### src/rtl/sck_timer_pkg.sv
package sck_timer_pkg;

    // Longest interval: delay prescaler 7 times scaler 2^16
    localparam int MAX_INTERVAL = 7 * 65536;
    localparam int CNT_W        = $clog2(MAX_INTERVAL + 1);

    typedef enum logic [2:0] {
        ST_IDLE,
        ST_LEAD,
        ST_HALF_A,
        ST_HALF_B,
        ST_TRAIL,
        ST_FINISH
    } tstate_t;

    typedef struct packed {
        logic [1:0] baud_pre;
        logic [3:0] baud_scl;
        logic [1:0] lead_pre;
        logic [3:0] lead_scl;
        logic [1:0] trail_pre;
        logic [3:0] trail_scl;
    } timing_codes_t;

endpackage

### src/rtl/tick_len_decode.sv
module tick_len_decode
    import sck_timer_pkg::*;
#(
    parameter bit DELAY_TABLE = 1'b0
) (
    input  logic [1:0]       pre,
    input  logic [3:0]       scl,
    output logic [CNT_W-1:0] len
);
    logic [CNT_W-1:0] pre_f;
    logic [CNT_W-1:0] scl_v;

    generate
        if (DELAY_TABLE) begin : g_delay
            // odd prescaler 1,3,5,7 ; scaler 2^(j+1)
            always_comb begin
                pre_f = CNT_W'({pre, 1'b1});
                scl_v = CNT_W'(2) << scl;
            end
        end else begin : g_baud
            // prescaler 2,3,5,7 ; scaler 2,4,6,8 then 2^k
            always_comb begin
                unique case (pre)
                    2'd0: pre_f = CNT_W'(2);
                    2'd1: pre_f = CNT_W'(3);
                    2'd2: pre_f = CNT_W'(5);
                    default: pre_f = CNT_W'(7);
                endcase
                if (scl < 4'd4)
                    scl_v = CNT_W'({scl, 1'b0}) + CNT_W'(2);
                else
                    scl_v = CNT_W'(1) << scl;
            end
        end
    endgenerate

    assign len = pre_f * scl_v;

endmodule

### src/rtl/interval_counter.sv
module interval_counter #(
    parameter int W = 19
) (
    input  logic         clk,
    input  logic         rst_n,
    input  logic         load,
    input  logic [W-1:0] load_val,
    output logic         zero
);
    logic [W-1:0] cnt_q;

    always_ff @(posedge clk or negedge rst_n) begin
        if (!rst_n)
            cnt_q <= '0;
        else if (load)
            cnt_q <= load_val;
        else if (cnt_q != '0)
            cnt_q <= cnt_q - W'(1);
    end

    assign zero = (cnt_q == '0);

    // an expired interval stays expired until reloaded (no wrap)
    a_r4_no_wrap: assert property (@(posedge clk) disable iff (!rst_n)
        (zero && !load) |=> zero);

endmodule

### src/rtl/sck_cs_timer.sv
module sck_cs_timer
    import sck_timer_pkg::*;
#(
    parameter int NBITS_W = 6
) (
    input  logic               clk,
    input  logic               rst_n,
    input  logic               start,
    input  logic [NBITS_W-1:0] nbits,
    input  logic               cpol,
    input  logic [1:0]         baud_pre,
    input  logic [3:0]         baud_scl,
    input  logic [1:0]         lead_pre,
    input  logic [3:0]         lead_scl,
    input  logic [1:0]         trail_pre,
    input  logic [3:0]         trail_scl,
    output logic               sck,
    output logic               cs_act,
    output logic               edge_lead,
    output logic               edge_trail,
    output logic               done
);
    tstate_t          state_q, nxt;
    timing_codes_t    codes_in, codes_q, codes_sel;
    logic             cpol_q, cpol_sel;
    logic [NBITS_W-1:0] bits_left;
    logic [CNT_W-1:0] baud_len, lead_len, trail_len, half_len, ld_val;
    logic             ld, cnt_zero;
    logic             cs_q, edge_lead_q, edge_trail_q, done_q, sck_act_q;

    always_comb begin
        codes_in.baud_pre  = baud_pre;
        codes_in.baud_scl  = baud_scl;
        codes_in.lead_pre  = lead_pre;
        codes_in.lead_scl  = lead_scl;
        codes_in.trail_pre = trail_pre;
        codes_in.trail_scl = trail_scl;
    end

    // live codes in IDLE so the lead interval loads on the start edge
    assign codes_sel = (state_q == ST_IDLE) ? codes_in : codes_q;
    assign cpol_sel  = (state_q == ST_IDLE) ? cpol : cpol_q;

    tick_len_decode #(.DELAY_TABLE(1'b0)) u_baud (
        .pre(codes_sel.baud_pre), .scl(codes_sel.baud_scl), .len(baud_len));
    tick_len_decode #(.DELAY_TABLE(1'b1)) u_lead (
        .pre(codes_sel.lead_pre), .scl(codes_sel.lead_scl), .len(lead_len));
    tick_len_decode #(.DELAY_TABLE(1'b1)) u_trail (
        .pre(codes_sel.trail_pre), .scl(codes_sel.trail_scl), .len(trail_len));

    assign half_len = baud_len >> 1;

    interval_counter #(.W(CNT_W)) u_cnt (
        .clk(clk), .rst_n(rst_n), .load(ld), .load_val(ld_val), .zero(cnt_zero));

    // next state and counter reload
    always_comb begin
        nxt    = state_q;
        ld     = 1'b0;
        ld_val = '0;
        unique case (state_q)
            ST_IDLE: begin
                if (start) begin
                    nxt    = ST_LEAD;
                    ld     = 1'b1;
                    ld_val = lead_len - CNT_W'(1);
                end
            end
            ST_LEAD: begin
                if (cnt_zero) begin
                    ld = 1'b1;
                    if (bits_left == '0) begin
                        nxt    = ST_TRAIL;
                        ld_val = trail_len - CNT_W'(1);
                    end else begin
                        nxt    = ST_HALF_A;
                        ld_val = half_len - CNT_W'(1);
                    end
                end
            end
            ST_HALF_A: begin
                if (cnt_zero) begin
                    nxt    = ST_HALF_B;
                    ld     = 1'b1;
                    ld_val = half_len - CNT_W'(1);
                end
            end
            ST_HALF_B: begin
                if (cnt_zero) begin
                    ld = 1'b1;
                    if (bits_left == NBITS_W'(1)) begin
                        nxt    = ST_TRAIL;
                        ld_val = trail_len - CNT_W'(1);
                    end else begin
                        nxt    = ST_HALF_A;
                        ld_val = half_len - CNT_W'(1);
                    end
                end
            end
            ST_TRAIL: begin
                if (cnt_zero)
                    nxt = ST_FINISH;
            end
            ST_FINISH: nxt = ST_IDLE;
            default:   nxt = ST_IDLE;
        endcase
    end

    // state register and frame capture
    always_ff @(posedge clk or negedge rst_n) begin
        if (!rst_n) begin
            state_q   <= ST_IDLE;
            codes_q   <= '0;
            cpol_q    <= 1'b0;
            bits_left <= '0;
        end else begin
            state_q <= nxt;
            if (state_q == ST_IDLE && start) begin
                codes_q   <= codes_in;
                cpol_q    <= cpol;
                bits_left <= nbits;
            end else if (state_q == ST_HALF_B && cnt_zero) begin
                bits_left <= bits_left - NBITS_W'(1);
            end
        end
    end

    // registered outputs, aligned with the state they describe
    always_ff @(posedge clk or negedge rst_n) begin
        if (!rst_n) begin
            cs_q         <= 1'b0;
            edge_lead_q  <= 1'b0;
            edge_trail_q <= 1'b0;
            done_q       <= 1'b0;
            sck_act_q    <= 1'b0;
        end else begin
            cs_q         <= (nxt == ST_LEAD) || (nxt == ST_HALF_A) ||
                            (nxt == ST_HALF_B) || (nxt == ST_TRAIL);
            edge_lead_q  <= (nxt == ST_HALF_A) && (state_q != ST_HALF_A);
            edge_trail_q <= (nxt == ST_HALF_B) && (state_q != ST_HALF_B);
            done_q       <= (nxt == ST_FINISH);
            sck_act_q    <= (nxt == ST_HALF_A);
        end
    end

    assign sck        = sck_act_q ? ~cpol_sel : cpol_sel;
    assign cs_act     = cs_q;
    assign edge_lead  = edge_lead_q;
    assign edge_trail = edge_trail_q;
    assign done       = done_q;

    // done only with chip-select released, and only for one cycle
    a_r7_done_cs_low: assert property (@(posedge clk) disable iff (!rst_n)
        done |-> !cs_act);
    a_r7_done_single: assert property (@(posedge clk) disable iff (!rst_n)
        done |=> !done);
    // the lead interval separates chip-select from the first edge
    a_r3_no_edge_at_assert: assert property (@(posedge clk) disable iff (!rst_n)
        $rose(cs_act) |-> !edge_lead);
    // shifting never runs with an exhausted bit count
    a_r5_bits_in_shift: assert property (@(posedge clk) disable iff (!rst_n)
        (state_q == ST_HALF_A || state_q == ST_HALF_B) |-> (bits_left != '0));
    // a leading edge leaves SCK at the active level
    a_r2_edge_level: assert property (@(posedge clk) disable iff (!rst_n)
        edge_lead |-> (sck != cpol_q));
    // captured codes hold outside IDLE
    a_r8_codes_held: assert property (@(posedge clk) disable iff (!rst_n)
        (state_q != ST_IDLE) |=> $stable(codes_q));
    // the done cycle always returns to IDLE, start or not
    a_r9_finish_to_idle: assert property (@(posedge clk) disable iff (!rst_n)
        (state_q == ST_FINISH) |=> (state_q == ST_IDLE));

endmodule

### config.mk
export PLATFORM = sky130hd
export DESIGN_NAME = sck_cs_timer
export DESIGN_NICKNAME = d
export VERILOG_FILES = /design/src/rtl/sck_timer_pkg.sv /design/src/rtl/tick_len_decode.sv /design/src/rtl/interval_counter.sv /design/src/rtl/sck_cs_timer.sv
export SDC_FILE = /design/constraint.sdc
export NUM_CORES = 1
export LEC_CHECK = 0
export BUFFER_PORTS_ARGS = -buffer_cell sky130_fd_sc_hd__buf_4
export CAP_MARGIN = 20
export CORE_MARGIN = 2
export CORE_UTILIZATION = 39
export DETAILED_ROUTE_END_ITERATION = 8
export GPL_TIMING_DRIVEN = 0
export SYNTH_ARGS = -nofsm -noshare
export SYNTH_HDL_FRONTEND = slang
export SYNTH_SLANG_ARGS = --single-unit
### constraint.sdc
create_clock -name clk -period 8.2 [get_ports clk]
set_clock_uncertainty 0.1 [all_clocks]
set_input_delay 0.41 -clock clk [delete_from_list [all_inputs] [get_ports clk]]
set_output_delay 0.41 -clock clk [all_outputs]
set_load 0.05 [all_outputs]
==> flow_summary.json, run 1 <==
{
  "post-route-util_pct": 43.7,
  "r2r_slack_ns": 1.20,
  "cts-root-buf": "clkbuf_16",
  "cts.sinks": 52,
  "synth_area_leaders": "dfrtp_1 (16%), ha_1 (14%), fa_1 (11%)",
  "total_leakage_power_nw": 4.13,
  "worst_path_largest_cell_delay_ns": 0.69,
  "io_buffers": 32,
  "clk_latency_ns": 0.30,
  "netlist_instances": 1052,
  "grtUsageMet1_pct": 27.1,
  "rsz0062_at_grt": "false",
  "yosysUniqueCellTypes": 74,
  "postRouteAntennaNets": 0,
  "fp.dieW_um": 149,
  "n_fill_cell": 2107,
  "peakVddDrop_mv": 0.109,
  "fin_nets": 1258,
  "synth_top_area_share_pct": 16.0,
  "postCtsSetupBuffers": 0,
  "cp-end-kind": "flop",
  "ys_seq_elements": 52,
  "grt_util_all_layers_pct": 19.4,
  "fin_crit_sh_pct": 85.4,
  "rows": 52,
  "critPathKind": "flop to flop",
  "yosys_warnings": 0,
  "timing.fmax_mhz": 143,
  "syn_area_um2": 8150,
  "yosys_most_used_dff": "dfrtp_1",
  "wl_per_cell_um": 15.4,
  "top_usage_layer": "met2",
  "grtUsageMet2_pct": 33.4,
  "critPathSlowestCell": "buf_1",
  "antenna_found_initial": 0,
  "num_vias": 7179,
  "first_global_vias": 6815,
  "gp_congestion": 0.938,
  "antenna_cells": 0,
  "required_ns": 8.34,
  "multi_input_area_um2": 6260,
  "place_area_um2": 8730,
  "worst-path-max-fanout": 10,
  "cts.htree.levels": 2,
  "pin_count": 33,
  "r2r_start": "state_q[1]$_DFF_PN0_",
  "synth_edf_count": 0,
  "met3_usage_pct": 1.47,
  "power.density_nw_per_um2": 64.5,
  "start_util_pct": 40.0,
  "setup_viol": 0,
  "finalHoldViolations": 0,
  "r2r_cells": 24,
  "path_buf_inv": 5,
  "yosysMostFrequentCell": "nand2_1",
  "slew_headroom_pct": 29.1,
  "path_cells": "nor3_1 > buf_2 > buf_1 > buf_2 > mux2_2 > ha_1 > ha_1 > nor2_1 > a21oi_1 > nor2_1 > nand2_1 > fa_1 > inv_1 > ha_1 > buf_2 > and3_1 > a22oi_1 > a221o_2 > nand2b_1 > mux2i_1 > nor4_1 > nand3_1 > nor4_1 > a211o_1",
  "drc_errors": 0,
  "p_sw_share_pct": 24.2,
  "synthArstFlopShare_pct": 100,
  "setup_tns_ns": 0,
  "worstMarginPinSlew_ns": 1.03,
  "final_max_slew_viol_count": 0,
  "drt-initial-drc-count": 462,
  "power_frac_clock_pct": 43.3,
  "core_um2": 20400,
  "syn_to_final_growth_pct": 9.20,
  "finalHoldWorstSlack_ns": 0.0858,
  "cts_buffers": 5,
  "cts_tree": "yes",
  "grt_overflow": 0,
  "path_clk_slew_ns": 0.07,
  "period_needed_ns": 7.00,
  "yosys-top-cells-count": "nand2_1 (202), inv_1 (127), ha_1 (93)",
  "internal_power_w": 0.000435,
  "yosysTopAreaCell": "dfrtp_1",
  "seqPwrFrac_pct": 47.7,
  "p_switching_w": 0.000139,
  "place_hpwl_um": 17200,
  "grt_pass1_wl_um": 34600,
  "seq_area_frac_synth_pct": 16.0,
  "cts_hold_buf": 0,
  "fin_area_um2": 8900,
  "drv_cap": 0,
  "status": "finished, final reports clean",
  "firstDrtPassIters": 5,
  "drive_gt1_share_pct": 7.50,
  "syn_avg_cell_area_um2": 7.75,
  "comb_power_share_pct": 9.0,
  "die_h_um": 149,
  "clockBufferDepth": 2,
  "dieArea_um2": 22100,
  "via_per_inst": 5.27,
  "rr_endpoint": "u_cnt.cnt_q[18]$_DFFE_PN0P_",
  "cpLargestDelayFamily": "simple AND/OR/NAND/NOR gates",
  "grt_max_degree": 53,
  "cp.arrival_ns": 7.14,
  "regArea_um2": 1300,
  "routed_wl_um": 21000,
  "hp-class": "primary input to asynchronous set/reset pin",
  "cp-start-kind": "flop",
  "ctsResizeCount": 0
}
[logic make-up (layout without fill, tap and decap cells)]
logic type | after synthesis | in the layout | share of synthesized area [%]
xor+xnor | 75 | 75 | 8.06
compound gates | 184 | 184 | 15.0
simple gates | 419 | 419 | 24.5
other cells | 1 | 2 | 0.0460
buf+inv | 153 | 193 | 7.22
fa+ha+maj | 138 | 138 | 25.3
flops | 52 | 52 | 16.0
mux | 30 | 30 | 3.89
[worst reg2reg max path: cells and delay by family (launching register included)]
family	cells	cell delay, ns
fa+ha+maj	4	1.38
compound gates	4	0.70
flops	1	0.39
mux	2	0.59
buf+inv	5	1.73
simple gates	9	2.07
[how the worst max path moves through the flow]
stage | depth (start not counted) | from | endpoint
detailed placement | 24 | state_q[1]$_DFF_PN0_ | u_cnt.cnt_q[18]$_DFFE_PN0P_
global route | 23 | state_q[1]$_DFF_PN0_ | u_cnt.cnt_q[18]$_DFFE_PN0P_
CTS | 24 | state_q[1]$_DFF_PN0_ | u_cnt.cnt_q[18]$_DFFE_PN0P_
finish | 24 | state_q[1]$_DFF_PN0_ | u_cnt.cnt_q[18]$_DFFE_PN0P_
floorplan | 24 | state_q[1]$_DFF_PN0_ | u_cnt.cnt_q[15]$_DFFE_PN0P_
global placement | 24 | state_q[1]$_DFF_PN0_ | u_cnt.cnt_q[18]$_DFFE_PN0P_
[sequential cells by signal, indices dropped and copies added, names as in the netlist]
register	cells
u_cnt.cnt_q	19
edge_trail	1
codes_q	18
bits_left	6
done	1
sck_act_q	1
cs_act	1
state_q	3
edge_lead	1
cpol_q	1
[power groups by stage]
stage	logic, W	registers (W)	clock network, W
detailed placement	0.0000515	0.000278	0
global route	0.0000576	0.000274	0.000264
CTS	0.0000517	0.000273	0.000252
floorplan	0.0000282	0.000276	0
global placement	0.0000510	0.000278	0
finish	0.0000516	0.000273	0.000248
[placed cells by master (no fill, tap or decap), types with 19 or more instances in the layout]
| cell type | count |
|---|---|
| inv_1 | 127 |
| fa_1 | 45 |
| a21oi_1 | 38 |
| o21ai_0 | 40 |
| xor2_1 | 25 |
| xnor2_1 | 50 |
| ha_1 | 93 |
| nor2_1 | 76 |
| dfrtp_1 | 52 |
| nand2_1 | 202 |
| buf_4 | 32 |
| nor3_1 | 37 |
| clkbuf_1 | 19 |
[per-stage QoR]
| stage | setup WS, ns | power [W] | instances |
|---|---|---|---|
| after CTS | 1.19 | 0.000576 | 1363 |
| after floorplan | 2.37 | 0.000304 | 1053 |
| after global routing | 0.642 | 0.000596 | 1363 |
| after detailed placement | 1.19 | 0.000329 | 1355 |
| after global placement | 1.26 | 0.000329 | 1355 |
| final | 1.20 | 0.000573 | 1363 |
[final cells by class]
class | instances | share of cell area, %
Multi-Input combinational cell | 848 | 70.4
Sequential cell | 52 | 14.6
Inverter | 128 | 5.41
Tap cell | 270 | 3.80
Timing Repair Buffer | 32 | 2.70
Clock buffer | 6 | 1.45
Buffer | 25 | 1.20
Clock inverter | 2 | 0.436
[layer usage]
layer	routed length [um]	vias to the layer above
met2	9820	144
met3	889	13
met5	0	-
met1	10000	3396
met4	211	0
li1	-	3626
(Power assumes the default switching activity.)
==> inputs of run 2 (changes only) <==
--- a/config.mk
+++ b/config.mk
@@ -8,4 +8,5 @@
 export BUFFER_PORTS_ARGS = -buffer_cell sky130_fd_sc_hd__buf_4
 export CAP_MARGIN = 20
+export CORE_ASPECT_RATIO = 1.4
 export CORE_MARGIN = 2
 export CORE_UTILIZATION = 39
==> constraint.sdc (replaced) <==
create_clock -name clk -period 8.2 [get_ports clk]
set_clock_uncertainty 0.1 [all_clocks]
set_input_delay 1.23 -clock clk [delete_from_list [all_inputs] [get_ports clk]]
set_output_delay 1.23 -clock clk [all_outputs]
set_load 0.05 [all_outputs]
==> run 2 against run 1 <==
  * Setup slack worse by 0.056 ns
  * Sequential power hardly changed
  * Wire length rose by 1.7%
  * First-iteration DRC count fell by 45%
  * Total power up 1.4%
  * Critical path depth unchanged
  * Sequential share of layout area hardly changed
  * Critical path type unchanged
  * Highest routed layer unchanged
==> flow_summary.json, run 2 (same netlist as run 1, synthesis figures left out) <==
{
  "num_vias": 7130,
  "status": "finished, final reports clean",
  "core_um2": 20500,
  "cpLargestDelayFamily": "simple AND/OR/NAND/NOR gates",
  "cts_hold_buf": 0,
  "rr_endpoint": "u_cnt.cnt_q[18]$_DFFE_PN0P_",
  "worst_path_largest_cell_delay_ns": 0.72,
  "ctsResizeCount": 0,
  "firstDrtPassIters": 5,
  "gp_congestion": 0.924,
  "largest_reg_flops": 19,
  "drive_gt1_share_pct": 7.50,
  "grt_overflow": 0,
  "cts_tree": "yes",
  "final_common_cell": "nand2_1",
  "drv_cap": 0,
  "place_hpwl_um": 17900,
  "setup_tns_ns": 0,
  "wl_per_cell_um": 15.8,
  "grt_util_all_layers_pct": 19.8,
  "routed_wl_um": 21300,
  "drt-initial-drc-count": 253,
  "worstMarginPinSlew_ns": 0.923,
  "finalHoldViolations": 0,
  "postCtsSetupBuffers": 0,
  "hp-class": "flop to flop",
  "antenna_found_initial": 0,
  "syn_to_final_growth_pct": 8.98,
  "slew_headroom_pct": 36.7,
  "fin_nets": 1258,
  "dieArea_um2": 22100,
  "die_h_um": 175,
  "timing.fmax_mhz": 142,
  "fin_crit_sh_pct": 86.1,
  "cts.htree.levels": 2,
  "clk_latency_ns": 0.31,
  "start_util_pct": 39.8,
  "grt_pass1_wl_um": 35200,
  "path_buf_inv": 5,
  "r2r_start": "state_q[1]$_DFF_PN0_",
  "path_depth": 24,
  "post-route-util_pct": 43.4,
  "n_fill_cell": 2149,
  "crit_path_start": "state_q[1]$_DFF_PN0_",
  "critPathKind": "flop to flop",
  "cts_buffers": 5,
  "fp.dieW_um": 126,
  "dp_cells": 1341,
  "layout_common_cells": "nand2_1 (202), inv_1 (127), ha_1 (93)",
  "cp.arrival_ns": 7.21,
  "critPathSlowestCell": "buf_1",
  "path_cells": "nor3_1 > buf_2 > buf_1 > buf_2 > mux2_2 > ha_1 > ha_1 > nor2_1 > a21oi_1 > nor2_1 > nand2_1 > fa_1 > inv_1 > ha_1 > buf_2 > and3_1 > a22oi_1 > a221o_2 > nand2b_1 > mux2i_1 > nor4_1 > nand3_1 > nor4_1 > a211o_1",
  "required_ns": 8.35,
  "r2r_slack_ns": 1.14,
  "first_global_vias": 7004,
  "worst-path-max-fanout": 10,
  "cp-end-kind": "flop",
  "final_max_slew_viol_count": 0,
  "drc_errors": 0,
  "setup_viol": 0,
  "io_buffers": 32,
  "power.density_nw_per_um2": 65.5,
  "r2r_cells": 24,
  "antenna_cells": 0,
  "path_clk_slew_ns": 0.07,
  "grt_max_degree": 53,
  "cts-root-buf": "clkbuf_16",
  "cts.sinks": 52,
  "multi_input_area_um2": 6260,
  "rows": 62,
  "reg_top3": "u_cnt.cnt_q x19, codes_q x18, bits_left x6",
  "cp-start-kind": "flop",
  "peakVddDrop_mv": 0.0836,
  "regMostFlops": "u_cnt.cnt_q",
  "postRouteAntennaNets": 0,
  "instances_no_fill": 1349,
  "period_needed_ns": 7.06,
  "finalHoldWorstSlack_ns": 0.376,
  "total_leakage_power_nw": 4.13,
  "power.total_w": 0.000581,
  "clockBufferDepth": 2,
  "endpoint": "u_cnt.cnt_q[18]$_DFFE_PN0P_",
  "rsz0062_at_grt": "false",
  "regArea_um2": 1300,
  "via_per_inst": 5.29,
  "pin_count": 33
}
-- run 2: cell counts in the layout (fill, tap and decap cells not counted) --
No cell type changed its count.
-- run 2: worst min path at each step --
stage,startpoint,endpoint,slack [ns],depth (start not counted)
floorplan,codes_q[10]$_DFFE_PN0P_,codes_q[10]$_DFFE_PN0P_,0.34,2
global placement,codes_q[4]$_DFFE_PN0P_,codes_q[4]$_DFFE_PN0P_,0.35,2
detailed placement,codes_q[11]$_DFFE_PN0P_,codes_q[11]$_DFFE_PN0P_,0.36,2
CTS,codes_q[11]$_DFFE_PN0P_,codes_q[11]$_DFFE_PN0P_,0.38,2
global route,codes_q[16]$_DFFE_PN0P_,codes_q[16]$_DFFE_PN0P_,0.40,2
finish,codes_q[11]$_DFFE_PN0P_,codes_q[11]$_DFFE_PN0P_,0.38,2
-- run 2: through the flow --
stage | setup slack (ns) | area, um^2
floorplan | 2.37 | 8150
global placement | 1.16 | 8710
detailed placement | 1.13 | 8710
CTS | 1.09 | 8880
global route | 0.689 | 8880
finish | 1.14 | 8880
-- run 2: worst reg2reg max path, cell delays in order (launching register included) --
cell	delay, ns
dfrtp_1	0.40
nor3_1	0.18
buf_2	0.39
buf_1	0.72
buf_2	0.45
mux2_2	0.42
ha_1	0.32
ha_1	0.31
nor2_1	0.10
a21oi_1	0.04
nor2_1	0.20
nand2_1	0.10
fa_1	0.48
inv_1	0.04
ha_1	0.25
buf_2	0.19
and3_1	0.24
a22oi_1	0.10
a221o_2	0.41
nand2b_1	0.19
mux2i_1	0.17
nor4_1	0.49
nand3_1	0.20
nor4_1	0.34
a211o_1	0.16
-- run 2: area by class of cell --
class / instances / area share (%)
Buffer: 25 / 1.20
Clock buffer: 6 / 1.45
Clock inverter: 2 / 0.437
Inverter: 128 / 5.42
Multi-Input combinational cell: 848 / 70.5
Sequential cell: 52 / 14.7
Tap cell: 256 / 3.61
Timing Repair Buffer: 32 / 2.71
-- run 2: power by group --
group,total [W],switching (W),internal [W]
clock,0.000255,0.000110,0.000146
combinational,0.0000525,0.0000273,0.0000251
sequential,0.000273,0.00000928,0.000264
-- run 2: per-layer routing --
metal / global-route usage, % / vias up / part of all wire [%] / routed length [um]
li1: - / 3634 / - / -
met1: 22.2 / 3393 / 41 / 8700
met2: 38.1 / 73 / 54 / 11500
met3: 1.81 / 30 / 1.8 / 383
met4: 7.74 / 0 / 3.6 / 773
met5: 0 / - / 0 / 0
==> inputs of run 3 (changes only) <==
CTS_BUF_LIST = sky130_fd_sc_hd__clkbuf_4   (was default)
==> run 3 against run 2 <==
  * Final cell count hardly changed
  * Via count rose by 0.69%
  * First-iteration DRC count rose by 5.1%
  * Hold slack improved by 0.018 ns
  * Register-to-register slack got worse by 0.05 ns
  * Wire length about the same
  * Critical endpoint unchanged
  * Largest power group unchanged
==> flow_summary.json, run 3 (same netlist as run 1, synthesis figures left out) <==
{
  "comb_power_share_pct": 10.6,
  "period_needed_ns": 7.11,
  "finalHoldViolations": 0,
  "r2r_start": "state_q[1]$_DFF_PN0_",
  "crit_path_start": "state_q[1]$_DFF_PN0_",
  "peakVddDrop_mv": 0.0741,
  "final_common_cell": "nand2_1",
  "clockBufferDepth": 2,
  "firstDrtPassIters": 5,
  "post-route-util_pct": 43.0,
  "cp-start-kind": "flop",
  "grt_pass1_wl_um": 35100,
  "first_global_vias": 7045,
  "final_max_slew_viol_count": 0,
  "cp.arrival_ns": 7.40,
  "cts.htree.levels": 2,
  "n_fill_cell": 2162,
  "timing.fmax_mhz": 141,
  "p_sw_share_pct": 27.7,
  "power.density_nw_per_um2": 56.4,
  "postRouteAntennaNets": 0,
  "start_util_pct": 39.8,
  "fin_nets": 1258,
  "cts_buffers": 5,
  "path_clk_slew_ns": 0.17,
  "cts.sinks": 52,
  "fin_crit_sh_pct": 86.7,
  "routed_wl_um": 21300,
  "power_frac_clock_pct": 34.3,
  "drt-initial-drc-count": 266,
  "largest_reg_flops": 19,
  "pin_count": 33,
  "io_buffers": 32,
  "num_vias": 7179,
  "grt_max_degree": 53,
  "worst-path-max-fanout": 10,
  "die_h_um": 175,
  "status": "finished, final reports clean",
  "seqPwrFrac_pct": 55.2,
  "p_switching_w": 0.000138,
  "rsz0062_at_grt": "false",
  "grt_util_all_layers_pct": 19.7,
  "required_ns": 8.49,
  "total_leakage_power_nw": 4.10,
  "layout_common_cells": "nand2_1 (202), inv_1 (127), ha_1 (93)",
  "syn_to_final_growth_pct": 7.99,
  "dp_cells": 1341,
  "hp-class": "flop to flop",
  "drc_errors": 0,
  "rows": 62,
  "critPathKind": "flop to flop",
  "cp-end-kind": "flop",
  "reg_top3": "u_cnt.cnt_q x19, codes_q x18, bits_left x6",
  "via_per_inst": 5.32,
  "hp-start": "codes_q[11]$_DFFE_PN0P_",
  "setup_tns_ns": 0,
  "ctsResizeCount": 0,
  "dieArea_um2": 22100,
  "setup_viol": 0,
  "finalHoldWorstSlack_ns": 0.394,
  "grt_overflow": 0,
  "fp.dieW_um": 126,
  "slew_headroom_pct": 36.2,
  "cts_tree": "yes",
  "cts_hold_buf": 0,
  "instances_no_fill": 1350,
  "regMostFlops": "u_cnt.cnt_q",
  "clk_latency_ns": 0.43,
  "cts-root-buf": "clkbuf_4",
  "drive_gt1_share_pct": 7.59,
  "worstMarginPinSlew_ns": 0.931,
  "postCtsSetupBuffers": 0,
  "r2r_slack_ns": 1.09,
  "core_um2": 20500,
  "antenna_found_initial": 1,
  "drv_cap": 0,
  "internal_power_w": 0.000358,
  "gp_congestion": 0.924,
  "wl_per_cell_um": 15.8,
  "place_hpwl_um": 17900
}
-- run 3: cell types whose count changed in the layout (fill, tap and decap cells not counted), sizes merged --
cell   before  now
diode       0    1
-- run 3: final cells by class --
type                            instances  area [um^2]  area share (%)
Timing Repair Buffer                   32          240            2.73
Clock inverter                          2         38.8           0.441
Multi-Input combinational cell        848         6260            71.2
Sequential cell                        52         1300            14.8
Inverter                              128          482            5.47
Clock buffer                            6         45.0           0.512
Tap cell                              256          320            3.64
Antenna cell                            1         2.50          0.0284
Buffer                                 25          106            1.21
-- run 3: critical path, cell delays in order, from the launching register on --
cell and delay [ns]:
dfrtp_1 0.43, nor3_1 0.18, buf_2 0.40, buf_1 0.71
buf_2 0.45, mux2_2 0.42, ha_1 0.32, ha_1 0.31
nor2_1 0.10, a21oi_1 0.04, nor2_1 0.21, nand2_1 0.10
fa_1 0.48, inv_1 0.04, ha_1 0.25, buf_2 0.19
and3_1 0.24, a22oi_1 0.10, a221o_2 0.41, nand2b_1 0.19
mux2i_1 0.16, nor4_1 0.49, nand3_1 0.20, nor4_1 0.38
a211o_1 0.17
-- run 3: path summary, 6_finish.rpt --
check / endpoint / cells after the start
max in group asynchronous: state_q[1]$_DFF_PN0_ / 1
min in group asynchronous: codes_q[13]$_DFFE_PN0P_ / 1
max reg2reg: u_cnt.cnt_q[18]$_DFFE_PN0P_ / 24
max: u_cnt.cnt_q[18]$_DFFE_PN0P_ / 24
min reg2reg: codes_q[11]$_DFFE_PN0P_ / 2
min: codes_q[11]$_DFFE_PN0P_ / 2
-- run 3: per-stage QoR --
step                total power, W  setup slack, ns  area, um^2
detailed placement        0.000331             1.13        8710
CTS                       0.000502             1.08        8800
floorplan                 0.000304             2.37        8150
global route              0.000518            0.681        8800
finish                    0.000496             1.09        8800
global placement          0.000329             1.16        8710
-- run 3: power groups by stage --
stage / logic (W) / clock network (W) / registers [W]
global route: 0.0000583 / 0.000185 / 0.000275
floorplan: 0.0000282 / 0 / 0.000276
global placement: 0.0000512 / 0 / 0.000278
CTS: 0.0000529 / 0.000175 / 0.000273
detailed placement: 0.0000527 / 0 / 0.000278
finish: 0.0000525 / 0.000170 / 0.000274
-- run 3: routing by layer --
layer / vias up / GRT usage [%] / part of all wire, %
li1: 3636 / - / -
met1: 3438 / 22.2 / 41
met2: 77 / 38.0 / 54
met3: 28 / 1.50 / 1.7
met4: 0 / 7.78 / 3.4
met5: - / 0 / 0
